$ cat config.mk
export PLATFORM = sky130hd
export DESIGN_NAME = branch_hazard_ctrl
export DESIGN_NICKNAME = d
export VERILOG_FILES = /design/src/rtl/bhz_pkg.sv /design/src/rtl/bhz_stage_flags.sv /design/src/rtl/bhz_policy.sv /design/src/rtl/bhz_pen_ctr.sv /design/src/rtl/branch_hazard_ctrl.sv
export SDC_FILE = /design/constraint.sdc
export NUM_CORES = 1
export LEC_CHECK = 0
export BUFFER_PORTS_ARGS = -buffer_cell sky130_fd_sc_hd__buf_2
export CAP_MARGIN = 40
export CORE_ASPECT_RATIO = 0.5
export CORE_UTILIZATION = 37
export CTS_BUF_LIST = sky130_fd_sc_hd__clkbuf_8
export DETAILED_ROUTE_END_ITERATION = 8
export PLACE_DENSITY = 0.87
export SETUP_SLACK_MARGIN = 0.05
export SYNTH_ARGS = -nofsm -noshare
export SYNTH_HDL_FRONTEND = slang
export SYNTH_SLANG_ARGS = --single-unit
$ cat constraint.sdc
create_clock -name clk -period 2.33 [get_ports clk]
set_input_delay 0 -clock clk [delete_from_list [all_inputs] [get_ports clk]]
set_output_delay 0 -clock clk [all_outputs]
set_load 0.01 [all_outputs]
$ cat src/rtl/bhz_pkg.sv
// Shared encodings for the branch hazard controller.
// Assumes stage indices are ordered oldest-last: decode, execute, memory.
package bhz_pkg;
    typedef enum logic [1:0] {
        PCS_SEQ   = 2'd0,
        PCS_HOLD  = 2'd1,
        PCS_REDIR = 2'd2
    } pcsel_e;

    localparam int POL_STALL  = 0;
    localparam int POL_SQUASH = 1;
    localparam int POL_EARLY  = 2;
    localparam int POL_DSLOT  = 3;

    localparam int N_STAGES = 3;
    localparam int STG_ID   = 0;
    localparam int STG_EX   = 1;
    localparam int STG_MEM  = 2;

    localparam int KILL_W = 2;
endpackage

$ cat src/rtl/bhz_stage_flags.sv
// Qualifies per-stage branch flags with the stage valid bits.
// Assumes a flag is meaningful only while its stage holds a valid instruction.
module bhz_stage_flags #(
    parameter int NSTG = 3
) (
    input  logic [NSTG-1:0] stg_valid,
    input  logic [NSTG-1:0] stg_is_br,
    output logic [NSTG-1:0] br_hit
);
    // One qualifier per stage.
    for (genvar s = 0; s < NSTG; s++) begin : g_stage
        assign br_hit[s] = stg_valid[s] & stg_is_br[s];
    end
endmodule

$ cat src/rtl/bhz_policy.sv
// Branch policy decision unit: picks redirect, hold and flush actions
// and the number of fetch slots lost this cycle.
// Assumes br_taken belongs to the branch in the resolving stage
// (memory for policies 0/1, decode for policies 2/3).
module bhz_policy
    import bhz_pkg::*;
#(
    parameter int POLICY = POL_SQUASH
) (
    input  logic                clk,
    input  logic                rst_n,
    input  logic [N_STAGES-1:0] br_hit,
    input  logic                br_taken,
    input  logic                hz_stall_req,
    output logic                redirect,
    output logic                pc_hold,
    output logic                hold_ifid,
    output logic                fl_ifid,
    output logic                fl_idex,
    output logic                fl_exmem,
    output logic [KILL_W-1:0]   kill_n
);
    localparam bit IS_STALL  = (POLICY == POL_STALL);
    localparam bit IS_SQUASH = (POLICY == POL_SQUASH);
    localparam bit IS_EARLY  = (POLICY == POL_EARLY);
    localparam bit IS_DSLOT  = (POLICY == POL_DSLOT);

    logic hit_id, hit_ex, hit_mem;
    assign hit_id  = br_hit[STG_ID];
    assign hit_ex  = br_hit[STG_EX];
    assign hit_mem = br_hit[STG_MEM];

    // Per-cycle action selection in priority order for the chosen policy.
    always_comb begin
        redirect  = 1'b0;
        pc_hold   = 1'b0;
        hold_ifid = 1'b0;
        fl_ifid   = 1'b0;
        fl_idex   = 1'b0;
        fl_exmem  = 1'b0;
        kill_n    = '0;
        if (IS_STALL) begin
            if (hit_mem) begin
                fl_ifid = 1'b1;
                kill_n  = KILL_W'(1);
                if (br_taken) redirect = 1'b1;
                else          pc_hold  = 1'b1;
            end else if (hit_ex) begin
                fl_ifid = 1'b1;
                pc_hold = 1'b1;
                kill_n  = KILL_W'(1);
            end else if (hz_stall_req) begin
                pc_hold   = 1'b1;
                hold_ifid = 1'b1;
                fl_idex   = 1'b1;
            end else if (hit_id) begin
                fl_ifid = 1'b1;
                pc_hold = 1'b1;
                kill_n  = KILL_W'(1);
            end
        end else if (IS_SQUASH) begin
            if (hit_mem && br_taken) begin
                redirect = 1'b1;
                fl_ifid  = 1'b1;
                fl_idex  = 1'b1;
                fl_exmem = 1'b1;
                kill_n   = KILL_W'(3);
            end else if (hz_stall_req) begin
                pc_hold   = 1'b1;
                hold_ifid = 1'b1;
                fl_idex   = 1'b1;
            end
        end else begin
            if (hit_id && br_taken) begin
                redirect = 1'b1;
                fl_ifid  = IS_EARLY;
                kill_n   = IS_EARLY ? KILL_W'(1) : '0;
            end else if (hz_stall_req) begin
                pc_hold   = 1'b1;
                hold_ifid = 1'b1;
                fl_idex   = 1'b1;
            end
        end
    end

    AST_SQUASH_ALL3: assert property (@(posedge clk) disable iff (!rst_n)
        (IS_SQUASH && redirect) |-> (fl_ifid && fl_idex && fl_exmem));
    AST_EARLY_ONE_SLOT: assert property (@(posedge clk) disable iff (!rst_n)
        (IS_EARLY && redirect) |-> (fl_ifid && !fl_idex && !fl_exmem));
    AST_DSLOT_NO_KILL: assert property (@(posedge clk) disable iff (!rst_n)
        IS_DSLOT |-> (!fl_ifid && !fl_exmem && kill_n == '0));
endmodule

$ cat src/rtl/bhz_pen_ctr.sv
// Accumulates fetch slots lost to branch handling.
// Assumes at most three slots are lost in any one cycle.
module bhz_pen_ctr
    import bhz_pkg::*;
#(
    parameter int CW = 16
) (
    input  logic              clk,
    input  logic              rst_n,
    input  logic [KILL_W-1:0] kill_n,
    output logic [CW-1:0]     cnt
);
    // Add this cycle's lost slots, clear on reset.
    always_ff @(posedge clk) begin
        if (!rst_n) cnt <= '0;
        else        cnt <= cnt + CW'(kill_n);
    end

    AST_PEN_BOUND: assert property (@(posedge clk) disable iff (!rst_n)
        1'b1 |=> (CW'(cnt - $past(cnt)) <= CW'(3)));
    AST_PEN_IDLE: assert property (@(posedge clk) disable iff (!rst_n)
        (kill_n == '0) |=> $stable(cnt));
endmodule

$ cat src/rtl/branch_hazard_ctrl.sv
// Top of the branch hazard controller: qualifies stage flags, applies the
// selected branch policy, encodes the next-PC source and counts penalty.
// Assumes the surrounding pipeline applies hold/flush on the next edge.
module branch_hazard_ctrl
    import bhz_pkg::*;
#(
    parameter int POLICY = POL_SQUASH,
    parameter int AW     = 32,
    parameter int CW     = 16
) (
    input  logic          clk,
    input  logic          rst_n,
    input  logic          id_valid,
    input  logic          id_is_br,
    input  logic          ex_valid,
    input  logic          ex_is_br,
    input  logic          mem_valid,
    input  logic          mem_is_br,
    input  logic          br_taken,
    input  logic [AW-1:0] br_target,
    input  logic          hz_stall_req,
    output logic [1:0]    pc_sel,
    output logic [AW-1:0] redirect_pc,
    output logic          hold_ifid,
    output logic          flush_ifid,
    output logic          flush_idex,
    output logic          flush_exmem,
    output logic [CW-1:0] penalty_cnt
);
    logic [N_STAGES-1:0] stg_valid, stg_is_br, br_hit;
    logic                redirect, pc_hold;
    logic [KILL_W-1:0]   kill_n;
    pcsel_e              sel;

    assign stg_valid = {mem_valid, ex_valid, id_valid};
    assign stg_is_br = {mem_is_br, ex_is_br, id_is_br};

    bhz_stage_flags #(.NSTG(N_STAGES)) u_flags (
        .stg_valid (stg_valid),
        .stg_is_br (stg_is_br),
        .br_hit    (br_hit)
    );

    bhz_policy #(.POLICY(POLICY)) u_pol (
        .clk          (clk),
        .rst_n        (rst_n),
        .br_hit       (br_hit),
        .br_taken     (br_taken),
        .hz_stall_req (hz_stall_req),
        .redirect     (redirect),
        .pc_hold      (pc_hold),
        .hold_ifid    (hold_ifid),
        .fl_ifid      (flush_ifid),
        .fl_idex      (flush_idex),
        .fl_exmem     (flush_exmem),
        .kill_n       (kill_n)
    );

    bhz_pen_ctr #(.CW(CW)) u_pen (
        .clk   (clk),
        .rst_n (rst_n),
        .kill_n(kill_n),
        .cnt   (penalty_cnt)
    );

    // Encode the next-PC source: redirect over hold over sequential.
    always_comb begin
        if (redirect)     sel = PCS_REDIR;
        else if (pc_hold) sel = PCS_HOLD;
        else              sel = PCS_SEQ;
    end

    assign pc_sel      = sel;
    assign redirect_pc = redirect ? br_target : '0;

    AST_REDIR_BEATS_HOLD: assert property (@(posedge clk) disable iff (!rst_n)
        (pc_sel == 2'd2) |-> !hold_ifid);
    AST_TARGET_ROUTED: assert property (@(posedge clk) disable iff (!rst_n)
        (pc_sel != 2'd2) |-> (redirect_pc == '0));
    AST_SEL_LEGAL: assert property (@(posedge clk) disable iff (!rst_n)
        pc_sel != 2'd3);
endmodule

Word level (Yosys, flattened, before mapping) --
Index checks and enable logic that the tools add are counted.
Storage, ports and cells: register bits after elaboration 16, bits of input ports 42, output and inout port bits 54, logic and storage cells 12
Cells by class: $add $sub $neg 1, mux-type cells 8, bitwise operators 1, reduce and logical (&&, ||, !) cells 1
Operator list (number):
- 32-bit 2-to-1 mux | 1
- 16-bit by 2-bit adder with 16-bit output | 1
- 1-bit 2-to-1 mux | 5
- 2-bit 2-to-1 mux | 2
- 1-bit AND | 1
- 1-bit logical AND | 1

Longest topological paths before layout --
Gate-level depths: netlist of the first run.
depth in word-level cells 5, gate-level depth with buffers 9, depth with buffers taken out 7

Cells and area by module --
From an unflattened synthesis of the first run, not the netlist that was laid out.
Unflattened totals: cells, all modules 129, area, all modules 1079.8 µm²
By module, submodules not included:
- bhz_pen_ctr | instances 1, cells each 81, area each 726.9 µm², sequential area each 320.3 µm²
- branch_hazard_ctrl | instances 1, cells each 37, area each 271.5 µm², sequential area each 0.0 µm²
- bhz_policy | instances 1, cells each 8, area each 62.6 µm², sequential area each 0.0 µm²
- bhz_stage_flags | instances 1, cells each 3, area each 18.8 µm², sequential area each 0.0 µm²

Least setup slack after synthesis of the first run --
No wires, ideal clock.
kind input to register, start input br_taken, end register u_pen.cnt[14], setup time 0.115 ns, arrival 1.828 ns, required time 2.215 ns, path slack 0.388 ns, stages on the path 9, path buffers 2, cells stage by stage and3_1 > clkbuf_1 > clkbuf_1 > ha_1 > fa_1 > nand4_1 > nor4_1 > xnor2_1 > nor2_1
On the way: cells in the longest elaborated chain, start to end 3
RTL lines:
- from (decl) | line branch_hazard_ctrl.sv:19 | input logic br_taken,
- 1-bit logical AND | line bhz_policy.sv:62 | if (hit_mem && br_taken) begin
- 2-bit 2-to-1 mux | line bhz_policy.sv:62
- 16-bit by 2-bit adder with 16-bit output | line bhz_pen_ctr.sv:16 | else cnt <= cnt + CW'(kill_n);
- to (signal assigned) | line bhz_pen_ctr.sv:16
- to (decl) | line bhz_pen_ctr.sv:11 | output logic [CW-1:0] cnt
Every way passes these cells. A chain may end at the register's enable or synchronous reset.

Final worst setup path of the first run --
start register u_pen.cnt[0], end register u_pen.cnt[10]
On the way: cells in the longest elaborated chain, start to end 1
RTL lines (line):
- 16-bit by 2-bit adder with 16-bit output | bhz_pen_ctr.sv:16
Every way passes these cells.

==> tab_implementation.tex, run 1 <==
\begin{tabular}{lr}
\hline
Metric & Value \\
\hline
\multicolumn{2}{l}{\textbf{GRT}} \\
Vias in the first global route & 821 \\
Maximum number of pins on one net before global-route repair & 34 \\
Grt total ovfl & 0 \\
Number of antenna violations at the first check in global routing & 0 \\
Global router's overall resource usage & 17.48\% \\
First-pass GRT wire length & 3670 um \\
\multicolumn{2}{l}{\textbf{Route}} \\
Count of antenna-violating nets left after detailed routing & 0 \\
Total routed wirelength & 2847 um \\
Number of iterations in the first detailed-routing pass & 4 \\
Average via count per standard cell & 4.508 \\
Total met3 wirelength after detailed routing & 202 um \\
Met2 layer wire length in the routed design & 1396 um \\
Vias post-DR & 1091 \\
Number of remaining DRC errors & 0 \\
Total routed wire length on the met1 layer & 1213 um \\
Violation count after the first detailed-route iteration & 19 \\
Uppermost signal routing layer after detailed routing & met4 \\
Wire length per cell after detailed routing & 11.76 um \\
\multicolumn{2}{l}{\textbf{Setup path}} \\
Worst Setup End Kind & flop \\
Data arrival, critical path & 1.85 ns \\
Crit Path Category & reg2reg \\
Data required time at the worst endpoint & 2.46 ns \\
R2R depth & 6 \\
Critical path peak fanout & 4 \\
Startpoint Class & flop \\
\multicolumn{2}{l}{\textbf{STA}} \\
Worst rel slew slack & 64.36\% \\
Slew @ Worst Pin & 0.5347 ns \\
Final Setup Violations & 0 \\
Post-route fraction of the period consumed by the critical path & 73.99\% \\
Slew Limit Fails & 0 \\
Max Clock Skew & 0.001739 ns \\
Worst setup slack after layout & 0.6061 ns \\
Max Clk Rate & 580.1 MHz \\
Setup TNS & 0 ns \\
Final worst path period need & 1.724 ns \\
Final number of hold-violating endpoints & 0 \\
RSZ-0062 raised after global routing & no \\
\multicolumn{2}{l}{\textbf{Finish}} \\
Fraction of final layout cells with drive strength greater than 1 & 47.83\% \\
Synthesis-to-layout area growth & 51.21\% \\
\# diodes & 0 \\
Register with the most flip-flops & u\_pen.cnt \\
NumNets Final & 254 \\
Final non-filler cell total & 242 \\
Leading registers by flop count & u\_pen.cnt x16 \\
Flip-flop count of the largest register after layout & 16 \\
\multicolumn{2}{l}{\textbf{CTS}} \\
Hold bufs inserted after CTS & 0 \\
Clock Tree Root & sky130\_fd\_sc\_hd\_\_clkbuf\_8 \\
Number of CTS-inserted buffers & 3 \\
Setup repair bufs after CTS & 0 \\
Clock-pin slew of the registers on the worst-case setup and hold paths & 0.06 ns \\
Clock Sinks & 16 \\
Maximum number of buffers from clock root to sink & 2 \\
Count of H-tree levels built during CTS & 1 \\
Clock tree from TritonCTS & done \\
Clock latency at the later pin of the worst-skew pair & 0.25 ns \\
Number of instances resized during post-cts repair & 0 \\
\multicolumn{2}{l}{\textbf{Min path}} \\
Number of cells on the worst hold path & 2 \\
Kind of path behind the tightest hold check & in2reg \\
\multicolumn{2}{l}{\textbf{Pwr}} \\
Worst VDD drop & 0.2144 mV \\
Leakage & 0.8338 nW \\
Power density over cell area & 388.5 mW/mm\^{}2 \\
Total Power Consumption & 0.5770 mW \\
\multicolumn{2}{l}{\textbf{Synthesis}} \\
Number of synthesized flops with an enable pin & 0 \\
Leading cell types by total area after synthesis & sky130\_fd\_sc\_hd\_\_dfxtp\_1 33\%, sky130\_fd\_sc\_hd\_\_and2\_1 22\%, sky130\_fd\_sc\_hd\_\_xnor2\_1 6.2\%, sky130\_fd\_sc\_hd\_\_nor2\_1 5.0\%, sky130\_fd\_sc\_hd\_\_xor2\_1 3.6\% \\
Synth Area in XOR/XNOR & 9.809\% \\
Cell with the most instances after synthesis & sky130\_fd\_sc\_hd\_\_and2\_1 \\
\#FFs+latches synth & 16 \\
Share of the synthesized area in the top cell type & 32.61\% \\
Main combinational cell family by area after synthesis & simple AND/OR/NAND/NOR gates \\
Multiplexer share of the synthesized area & 2.038\% \\
Area share of and/or/nand/nor cells after synthesis & 44.08\% \\
Primary flip-flop cell chosen by synthesis mapping & sky130\_fd\_sc\_hd\_\_dfxtp\_1 \\
Portion of the post-synthesis area used by sequential elements & 32.61\% \\
Cell type contributing the most total cell area after synthesis & sky130\_fd\_sc\_hd\_\_dfxtp\_1 \\
Post-synthesis cell area & 982.2 sq um \\
Yosys warning count & 0 \\
Gate Count Post-Synth & 120 \\
Synthesized-area fraction occupied by adder cells & 4.586\% \\
Fraction of the mapped netlist area in compound gates & 1.529\% \\
Count of distinct cell types in the synthesized netlist & 27 \\
Share of synthesized flip-flops with an asynchronous set or reset & 0\% \\
Synthesized area per cell & 8.185 sq um \\
Synthesized netlist net count & 165 \\
Commonest cells in the netlist & 34 x sky130\_fd\_sc\_hd\_\_and2\_1, 16 x sky130\_fd\_sc\_hd\_\_dfxtp\_1, 13 x sky130\_fd\_sc\_hd\_\_nor2\_1 \\
\multicolumn{2}{l}{\textbf{Place}} \\
RD Place Congestion & 0.7596 \\
Cell Count Post-Placement & 239 \\
Buffers added on ports & 91 \\
Post-detail-place hpwl & 2247 um \\
Post-Place Worst Slack & 0.5301 ns \\
\multicolumn{2}{l}{\textbf{Floorplan}} \\
Die outline width & 74.87 um \\
FP Rows & 12 \\
Initial standard-cell utilization of the core & 41.67\% \\
\# IOs & 96 \\
Core Box Area & 0.002357 sq mm \\
Die outline area & 0.002877 sq mm \\
Vertical die dimension & 38.43 um \\
\multicolumn{2}{l}{\textbf{Run status}} \\
Outcome & finished clean \\
\multicolumn{2}{l}{\textbf{Flow run}} \\
Number of max-cap violations & 0 \\
\hline
\end{tabular}
final cells by class:
class / count / area, sq um
clock buffer: 3 / 41.29
fill: 216 / 872.1
inverter: 2 / 7.507
multi-input combinational: 94 / 609.3
timing repair buffer: 92 / 462.9
sequential: 16 / 320.3
tap: 35 / 43.79
cells in the final DEF, fill, tap and decap left out, types with 2 or more instances in the layout:
cell / instances
sky130_fd_sc_hd__buf_2: 91
sky130_fd_sc_hd__and2_1: 34
sky130_fd_sc_hd__dfxtp_1: 16
sky130_fd_sc_hd__nor2_1: 13
sky130_fd_sc_hd__xnor2_1: 7
sky130_fd_sc_hd__nand2_1: 6
sky130_fd_sc_hd__nand3_1: 4
sky130_fd_sc_hd__nor4_1: 4
sky130_fd_sc_hd__xor2_1: 4
sky130_fd_sc_hd__clkbuf_8: 3
sky130_fd_sc_hd__and3_1: 2
sky130_fd_sc_hd__nor2b_1: 2
sky130_fd_sc_hd__inv_1: 2
sky130_fd_sc_hd__nand4_1: 2
sky130_fd_sc_hd__nand2b_1: 2
sky130_fd_sc_hd__a21oi_1: 2
sky130_fd_sc_hd__mux2i_1: 2
sky130_fd_sc_hd__ha_1: 2
cell families after synthesis:
logic type / after synthesis
and+or+nand+nor: 75
DFF: 16
xor gates and xnor gates: 11
buffers and inverters: 10
AOI/OAI and AO/OA: 3
adders and majority gates: 3
muxes: 2
metrics by stage:
stage | hold slack [ns] | instance area, sq um | utilization [%]
3_5_place_dp | 0.2825 | 1444 | 61.25
2_1_floorplan | 0.1065 | 982.2 | -
3_3_place_gp | 0.2811 | 1444 | 61.25
5_1_grt | 0.06288 | 1485 | 63.00
6_report | 0.05176 | 1485 | 63.00
4_1_cts | 0.05474 | 1485 | 63.00
power breakdown:
part	total, mW	switching, mW	internal, mW
combinational	0.0929	0.0434	0.0494
sequential	0.279	0.00253	0.276
clock	0.205	0.0907	0.115
total	0.577	0.137	0.440
critical path, cell delays in order (launching register included):
cell	delay [ns]
sky130_fd_sc_hd__dfxtp_1	0.31
sky130_fd_sc_hd__ha_1	0.22
sky130_fd_sc_hd__fa_1	0.46
sky130_fd_sc_hd__and4_1	0.27
sky130_fd_sc_hd__nand4_1	0.12
sky130_fd_sc_hd__xor2_1	0.17
sky130_fd_sc_hd__nor2_1	0.05
metal layers:
metal / global-route usage, % / up-vias
met5: 0 / -
met4: 7.075 / 0
met3: 3.684 / 5
met2: 30.86 / 38
met1: 21.10 / 487
li1: - / 561
final timing paths:
check	start	to	slack, ns
hold / removal	rst_n	u_pen.cnt[0]$_SDFF_PN0_	0.05
setup / recovery	u_pen.cnt[0]$_SDFF_PN0_	u_pen.cnt[10]$_SDFF_PN0_	0.61
hold reg to reg	u_pen.cnt[15]$_SDFF_PN0_	u_pen.cnt[15]$_SDFF_PN0_	0.50
setup reg to reg	u_pen.cnt[0]$_SDFF_PN0_	u_pen.cnt[10]$_SDFF_PN0_	0.61
(Power assumes the default switching activity.)
==> run 2, diff against run 1 <==
CORE_UTILIZATION = 33   (was 37)
PLACE_DENSITY = 0.82   (was 0.87)
clock period = 1.5 ns   (was 2.33 ns; I/O delays follow)
==> run 2 against run 1 <==
The flow now finishes with violations (negative setup slack). Final area is 9.2% higher. Hold slack worse by 0.0031 ns. Fmax up 15%.
==> tab_implementation.tex, run 2 (synthesis results as in run 1) <==
\begin{tabular}{lr}
\hline
Metric & Value \\
\hline
\multicolumn{2}{l}{\textbf{Route}} \\
Vias post-DR & 1094 \\
Total routed wirelength & 2729 um \\
Number of remaining DRC errors & 0 \\
Wire length per cell after detailed routing & 10.79 um \\
Number of iterations in the first detailed-routing pass & 4 \\
Violation count after the first detailed-route iteration & 16 \\
Count of antenna-violating nets left after detailed routing & 0 \\
Average via count per standard cell & 4.324 \\
\multicolumn{2}{l}{\textbf{GRT}} \\
Maximum number of pins on one net before global-route repair & 38 \\
Vias in the first global route & 827 \\
Number of antenna violations at the first check in global routing & 0 \\
Global router's overall resource usage & 15.25\% \\
Grt total ovfl & 0 \\
First-pass GRT wire length & 3746 um \\
\multicolumn{2}{l}{\textbf{Setup path}} \\
CP bufs+invs & 0 \\
Capture point of the worst reg-to-reg path & u\_pen.cnt[14]\$\_SDFF\_PN0\_ \\
Reg2reg setup slack & -0.005 ns \\
Crit Path Category & reg2reg \\
R2R depth & 6 \\
Longest individual stage delay on the worst path & 0.35 ns \\
Worst path cell trace & ha\_4 -> fa\_2 -> nand4\_1 -> nor4\_2 -> xnor2\_1 -> nor2\_1 \\
Gate family responsible for the most delay along the worst path & simple AND/OR/NAND/NOR gates \\
Data required time at the worst endpoint & 1.62 ns \\
Worst Setup End Kind & flop \\
Worst-path cell with the longest stage delay & sky130\_fd\_sc\_hd\_\_dfxtp\_2 \\
Critical path peak fanout & 4 \\
Data arrival, critical path & 1.63 ns \\
Startpoint Class & flop \\
Critical R2R Launch & u\_pen.cnt[0]\$\_SDFF\_PN0\_ \\
\multicolumn{2}{l}{\textbf{Finish}} \\
Leading registers by flop count & u\_pen.cnt x16 \\
Final non-filler cell total & 253 \\
NumNets Final & 263 \\
Synthesis-to-layout area growth & 65.10\% \\
Flip-flop count of the largest register after layout & 16 \\
Number of fill cells in the layout & 250 \\
Fraction of final layout cells with drive strength greater than 1 & 55.56\% \\
Area of the multi-input gates & 670.6 sq um \\
Sequential cell area & 321.6 sq um \\
Post-route cell area & 0.001622 sq mm \\
Most frequent cells in the layout & 91 x sky130\_fd\_sc\_hd\_\_buf\_2, 34 x sky130\_fd\_sc\_hd\_\_and2\_1, 15 x sky130\_fd\_sc\_hd\_\_dfxtp\_1 \\
\# diodes & 0 \\
Register with the most flip-flops & u\_pen.cnt \\
Most common library cell in the layout ignoring fill and taps & sky130\_fd\_sc\_hd\_\_buf\_2 \\
\multicolumn{2}{l}{\textbf{Place}} \\
Cell Count Post-Placement & 247 \\
Post-detail-place hpwl & 2188 um \\
RD Place Congestion & 0.7555 \\
Post-Place Cell Area & 0.001518 sq mm \\
Buffers added on ports & 91 \\
\multicolumn{2}{l}{\textbf{STA}} \\
Slew @ Worst Pin & 0.3501 ns \\
RSZ-0062 raised after global routing & yes \\
Fin Hold WS & 0.04868 ns \\
Final Setup Violations & 1 \\
Worst setup slack after layout & -0.005113 ns \\
Slew Limit Fails & 0 \\
Worst rel slew slack & 76.64\% \\
Final worst path period need & 1.505 ns \\
Post-route fraction of the period consumed by the critical path & 100.3\% \\
Final number of hold-violating endpoints & 0 \\
Max Clk Rate & 664.4 MHz \\
Max Clock Skew & 0.003736 ns \\
Setup TNS & -0.005113 ns \\
\multicolumn{2}{l}{\textbf{Run status}} \\
Violated checks & negative setup slack \\
Outcome & finished with violations \\
\multicolumn{2}{l}{\textbf{Floorplan}} \\
Die outline width & 79.16 um \\
Die outline area & 0.003212 sq mm \\
FP Rows & 13 \\
Vertical die dimension & 40.58 um \\
Initial standard-cell utilization of the core & 36.38\% \\
\# IOs & 96 \\
Core Box Area & 0.002700 sq mm \\
\multicolumn{2}{l}{\textbf{CTS}} \\
Maximum number of buffers from clock root to sink & 2 \\
Count of H-tree levels built during CTS & 1 \\
Number of CTS-inserted buffers & 3 \\
Clock-pin slew of the registers on the worst-case setup and hold paths & 0.06 ns \\
Clock Sinks & 16 \\
Clock tree from TritonCTS & done \\
Hold bufs inserted after CTS & 0 \\
Clock latency at the later pin of the worst-skew pair & 0.24 ns \\
Clock Tree Root & sky130\_fd\_sc\_hd\_\_clkbuf\_8 \\
\multicolumn{2}{l}{\textbf{Min path}} \\
Kind of path behind the tightest hold check & in2reg \\
Startpoint of the worst hold path & rst\_n \\
Number of cells on the worst hold path & 2 \\
Destination of the worst hold path & u\_pen.cnt[0]\$\_SDFF\_PN0\_ \\
\multicolumn{2}{l}{\textbf{Pwr}} \\
Power density over cell area & 555.3 mW/mm\^{}2 \\
Leakage & 0.8953 nW \\
Worst VDD drop & 0.3331 mV \\
Total Power Consumption & 0.9005 mW \\
\multicolumn{2}{l}{\textbf{Flow run}} \\
Number of max-cap violations & 0 \\
\hline
\end{tabular}
==> run 2: cell types whose count changed in the layout (fill, tap and decap cells not counted), sizes merged <==
cell / before / now
buf: 92 / 101
==> run 2: stage by stage <==
| step | setup WS (ns) | util [%] |
|---|---|---|
| global placement | -0.03077 | 56.21 |
| finish | -0.005113 | 60.06 |
| global route | -0.1179 | 60.06 |
| detailed placement | -0.1362 | 56.21 |
| floorplan | -0.1139 | - |
| CTS | -0.02732 | 58.57 |
==> run 2: timing repair <==
item	in CTS	in global routing
resized for setup	2	8
setup endpoints to repair	5	10
pin swaps	6	9
hold endpoints to repair	0	0
cloned	0	0
setup buffers	2	2
==> run 2: worst max-delay path by stage <==
stage | from | endpoint | cells past startpoint
after floorplan | br_taken | u_pen.cnt[10]$_SDFF_PN0_ | 9
after global routing | u_pen.cnt[0]$_SDFF_PN0_ | u_pen.cnt[12]$_SDFF_PN0_ | 6
final | u_pen.cnt[0]$_SDFF_PN0_ | u_pen.cnt[14]$_SDFF_PN0_ | 6
after global placement | u_pen.cnt[0]$_SDFF_PN0_ | u_pen.cnt[10]$_SDFF_PN0_ | 6
after detailed placement | u_pen.cnt[0]$_SDFF_PN0_ | u_pen.cnt[14]$_SDFF_PN0_ | 6
after CTS | u_pen.cnt[0]$_SDFF_PN0_ | u_pen.cnt[14]$_SDFF_PN0_ | 6
==> run 2: area by class of cell <==
cell class | instances | area share [%]
multi-input cells | 94 | 41.36
repair buffers | 101 | 32.95
flip-flops and latches | 16 | 19.83
well taps | 37 | 2.855
clock buffers | 3 | 2.546
inverters | 2 | 0.4630
==> run 2: per-layer routing <==
layer  track usage (%)  up-vias  share of wire [%]
met5                 0        -                  0
met4             4.545        0               0.51
met3             3.182        2                5.1
met2             26.29       39                 47
met1             19.79      473                 47
li1                  -      580                  -
==> run 2: worst reg2reg max path, stage by stage (launching register included) <==
cell and delay (ns):
sky130_fd_sc_hd__dfxtp_2 0.35, sky130_fd_sc_hd__ha_4 0.14, sky130_fd_sc_hd__fa_2 0.23, sky130_fd_sc_hd__nand4_1 0.15, sky130_fd_sc_hd__nor4_2 0.30, sky130_fd_sc_hd__xnor2_1 0.16, sky130_fd_sc_hd__nor2_1 0.06
==> run 2: where the power goes <==
group	leakage (nW)	internal (mW)	switching, mW
combinational	0.744	0.0849	0.0704
clock	0.0216	0.178	0.133
sequential	0.130	0.430	0.00497
==> run 3, diff against run 2 <==
ABC_AREA = 1   (was unset)
CORE_UTILIZATION = 35   (was 33)
PLACE_DENSITY = 0.83   (was 0.82)
==> run 3 against run 2 <==
The flow now finishes without violations. Final area increased by 3.7%. Non-clock buffer count fell by 8. Fmax up 6.6%. Synthesized cell count rose by 57%. Clock skew grew 0.0011 ns. Sequential power hardly changed. Critical endpoint is now u_pen.cnt[12]$_SDFF_PN0_. Largest power group unchanged. Global-route usage up 3.1 points. Largest cell class unchanged.
==> tab_implementation.tex, run 3 <==
\begin{tabular}{lr}
\hline
Metric & Value \\
\hline
\multicolumn{2}{l}{\textbf{Setup path}} \\
Longest individual stage delay on the worst path & 0.38 ns \\
Worst Setup End Kind & flop \\
Crit Path Category & reg2reg \\
Worst-path cell with the longest stage delay & sky130\_fd\_sc\_hd\_\_fa\_2 \\
Startpoint Class & flop \\
Capture point of the worst reg-to-reg path & u\_pen.cnt[12]\$\_SDFF\_PN0\_ \\
Crit path from & u\_pen.cnt[0]\$\_SDFF\_PN0\_ \\
Reg2reg setup slack & 0.09 ns \\
Worst path cell trace & ha\_4 -> fa\_2 -> nand2\_2 -> nor2\_4 -> nand3\_1 -> nand2\_1 -> nand2\_1 -> nor2\_1 \\
Data required time at the worst endpoint & 1.65 ns \\
Critical R2R Launch & u\_pen.cnt[0]\$\_SDFF\_PN0\_ \\
Critical path peak fanout & 4 \\
Most prevalent standard cell on the critical path & sky130\_fd\_sc\_hd\_\_nand2\_1 \\
Data arrival, critical path & 1.56 ns \\
R2R depth & 8 \\
\multicolumn{2}{l}{\textbf{Route}} \\
Number of iterations in the first detailed-routing pass & 4 \\
Vias post-DR & 1390 \\
Number of remaining DRC errors & 0 \\
Average via count per standard cell & 4.399 \\
Total routed wirelength & 3352 um \\
Violation count after the first detailed-route iteration & 12 \\
Count of antenna-violating nets left after detailed routing & 0 \\
Wire length per cell after detailed routing & 10.61 um \\
\multicolumn{2}{l}{\textbf{Finish}} \\
Final non-filler cell total & 316 \\
Synthesis-to-layout area growth & 51.86\% \\
Leading registers by flop count & u\_pen.cnt x16 \\
Number of fill cells in the layout & 275 \\
Register with the most flip-flops & u\_pen.cnt \\
NumNets Final & 325 \\
Fraction of final layout cells with drive strength greater than 1 & 42.29\% \\
Most frequent cells in the layout & 91 x sky130\_fd\_sc\_hd\_\_buf\_2, 51 x sky130\_fd\_sc\_hd\_\_nor2\_1, 44 x sky130\_fd\_sc\_hd\_\_inv\_1 \\
Sequential cell area & 321.6 sq um \\
Flip-flop count of the largest register after layout & 16 \\
Area of the multi-input gates & 615.6 sq um \\
\# diodes & 0 \\
Most common library cell in the layout ignoring fill and taps & sky130\_fd\_sc\_hd\_\_buf\_2 \\
\multicolumn{2}{l}{\textbf{Synthesis}} \\
Cell type contributing the most total cell area after synthesis & sky130\_fd\_sc\_hd\_\_dfxtp\_1 \\
Main combinational cell family by area after synthesis & simple AND/OR/NAND/NOR gates \\
Leading cell types by total area after synthesis & sky130\_fd\_sc\_hd\_\_dfxtp\_1 29\%, sky130\_fd\_sc\_hd\_\_nor2\_1 18\%, sky130\_fd\_sc\_hd\_\_inv\_1 16\%, sky130\_fd\_sc\_hd\_\_nand2\_1 11\%, sky130\_fd\_sc\_hd\_\_nand3\_1 3.6\% \\
Primary flip-flop cell chosen by synthesis mapping & sky130\_fd\_sc\_hd\_\_dfxtp\_1 \\
\#FFs+latches synth & 16 \\
Share of synthesized flip-flops with an asynchronous set or reset & 0\% \\
Share of the synthesized area in the top cell type & 28.93\% \\
Multiplexer share of the synthesized area & 0\% \\
Synthesized-area fraction occupied by adder cells & 4.068\% \\
Number of synthesized flops with an enable pin & 0 \\
Synth Area in XOR/XNOR & 0.7910\% \\
Gate Count Post-Synth & 189 \\
Yosys warning count & 0 \\
Fraction of the mapped netlist area in compound gates & 5.650\% \\
Count of distinct cell types in the synthesized netlist & 20 \\
Post-synthesis cell area & 0.001107 sq mm \\
Cell with the most instances after synthesis & sky130\_fd\_sc\_hd\_\_nor2\_1 \\
Synthesized area per cell & 5.859 sq um \\
Commonest cells in the netlist & 53 x sky130\_fd\_sc\_hd\_\_nor2\_1, 46 x sky130\_fd\_sc\_hd\_\_inv\_1, 33 x sky130\_fd\_sc\_hd\_\_nand2\_1 \\
Area share of and/or/nand/nor cells after synthesis & 41.24\% \\
Synthesized netlist net count & 234 \\
Portion of the post-synthesis area used by sequential elements & 28.93\% \\
\multicolumn{2}{l}{\textbf{GRT}} \\
Number of antenna violations at the first check in global routing & 0 \\
Global routing met3 resource utilization & 3.297\% \\
Layer carrying the most global-route usage & met2 \\
Grt total ovfl & 0 \\
Met1 Resource Use GR & 21.81\% \\
Global router's overall resource usage & 18.37\% \\
Maximum number of pins on one net before global-route repair & 34 \\
Met2 Resource Use GR & 32.83\% \\
First-pass GRT wire length & 4905 um \\
Vias in the first global route & 1099 \\
\multicolumn{2}{l}{\textbf{STA}} \\
Post-route fraction of the period consumed by the critical path & 94.14\% \\
Max Clock Skew & 0.004809 ns \\
Final number of hold-violating endpoints & 0 \\
Max Clk Rate & 708.2 MHz \\
Setup TNS & 0 ns \\
Final Setup Violations & 0 \\
Slew Limit Fails & 0 \\
Final worst path period need & 1.412 ns \\
Slew @ Worst Pin & 0.2907 ns \\
Worst setup slack after layout & 0.08788 ns \\
Worst rel slew slack & 80.62\% \\
RSZ-0062 raised after global routing & yes \\
\multicolumn{2}{l}{\textbf{Place}} \\
Cell Count Post-Placement & 312 \\
Post-detail-place hpwl & 2610 um \\
RD Place Congestion & 0.8083 \\
Post-Place Worst Slack & 0.03279 ns \\
Buffers added on ports & 91 \\
\multicolumn{2}{l}{\textbf{Min path}} \\
Kind of path behind the tightest hold check & in2reg \\
Startpoint of the worst hold path & rst\_n \\
Number of cells on the worst hold path & 3 \\
Destination of the worst hold path & u\_pen.cnt[0]\$\_SDFF\_PN0\_ \\
\multicolumn{2}{l}{\textbf{Pwr}} \\
Power density over cell area & 588.9 mW/mm\^{}2 \\
Leakage & 1.059 nW \\
Total Power Consumption & 0.9903 mW \\
Worst VDD drop & 0.3246 mV \\
\multicolumn{2}{l}{\textbf{CTS}} \\
Clock Tree Root & sky130\_fd\_sc\_hd\_\_clkbuf\_8 \\
Hold bufs inserted after CTS & 0 \\
Number of CTS-inserted buffers & 3 \\
Maximum number of buffers from clock root to sink & 2 \\
Count of H-tree levels built during CTS & 1 \\
Clock tree from TritonCTS & done \\
Clock latency at the later pin of the worst-skew pair & 0.25 ns \\
Clock Sinks & 16 \\
Setup repair bufs after CTS & 0 \\
Clock-pin slew of the registers on the worst-case setup and hold paths & 0.06 ns \\
\multicolumn{2}{l}{\textbf{Floorplan}} \\
Vertical die dimension & 41.78 um \\
\# IOs & 96 \\
Initial standard-cell utilization of the core & 39.58\% \\
Die outline area & 0.003407 sq mm \\
Core Box Area & 0.002798 sq mm \\
Die outline width & 81.55 um \\
FP Rows & 13 \\
\multicolumn{2}{l}{\textbf{Flow run}} \\
Number of max-cap violations & 0 \\
\multicolumn{2}{l}{\textbf{Run status}} \\
Outcome & finished clean \\
\hline
\end{tabular}
## run 3: layout make-up
type,instances,area share [%]
multi-input cells,120,36.61
flip-flops and latches,16,19.12
clock buffers,4,3.274
repair buffers,93,27.98
well taps,37,2.753
inverters,46,10.27
## run 3: kinds of logic after synthesis
logic type	count (synthesis)
and+or+nand+nor	106
buffers and inverters	53
DFF	16
AOI/OAI and AO/OA	10
adders and majority gates	3
xor gates and xnor gates	1
## run 3: report_power, final
part	switching, mW	internal [mW]	leakage [nW]	total [mW]
Combinational	0.0890	0.0801	0.900	0.169
Sequential	0.00502	0.429	0.130	0.434
Clock	0.154	0.233	0.0288	0.387
Total	0.248	0.742	1.06	0.990
## run 3: what timing repair did
item,4_1_cts,5_1_grt
endpoints found under the setup margin,3,5
gates resized for setup,1,11
pin swaps,1,4
## run 3: per-layer routing
metal / vias up / wire, um / share of wire [%]
li1: 722 / - / -
met1: 616 / 1384 / 41
met2: 46 / 1673 / 50
met3: 6 / 226 / 6.7
met4: 0 / 67 / 2.0
met5: - / 0 / 0
## run 3: through the flow
stage          util, %  cell area, sq um  hold WS (ns)
5_1_grt          60.11              1682       0.09740
4_1_cts          58.63              1640       0.08886
3_3_place_gp     56.57              1583        0.2859
2_1_floorplan        -              1107       0.08713
6_report         60.11              1682       0.07872
3_5_place_dp     56.57              1583        0.2897
## run 3: worst max path at each step
stage                          endpoint  slack [ns]  cells after the start
2_1_floorplan  u_pen.cnt[10]$_SDFF_PN0_        0.09                      9
3_3_place_gp   u_pen.cnt[10]$_SDFF_PN0_        0.06                      9
3_5_place_dp   u_pen.cnt[12]$_SDFF_PN0_        0.03                      8
4_1_cts        u_pen.cnt[10]$_SDFF_PN0_        0.07                      9
5_1_grt        u_pen.cnt[10]$_SDFF_PN0_       0.006                      9
6_report       u_pen.cnt[12]$_SDFF_PN0_        0.09                      8
## run 3: worst max-delay path, delay by kind of cell, from the launching register on
family	cells	cell delay [ns]
simple gates	6	0.44
fa+ha+maj	2	0.54
flops	1	0.34
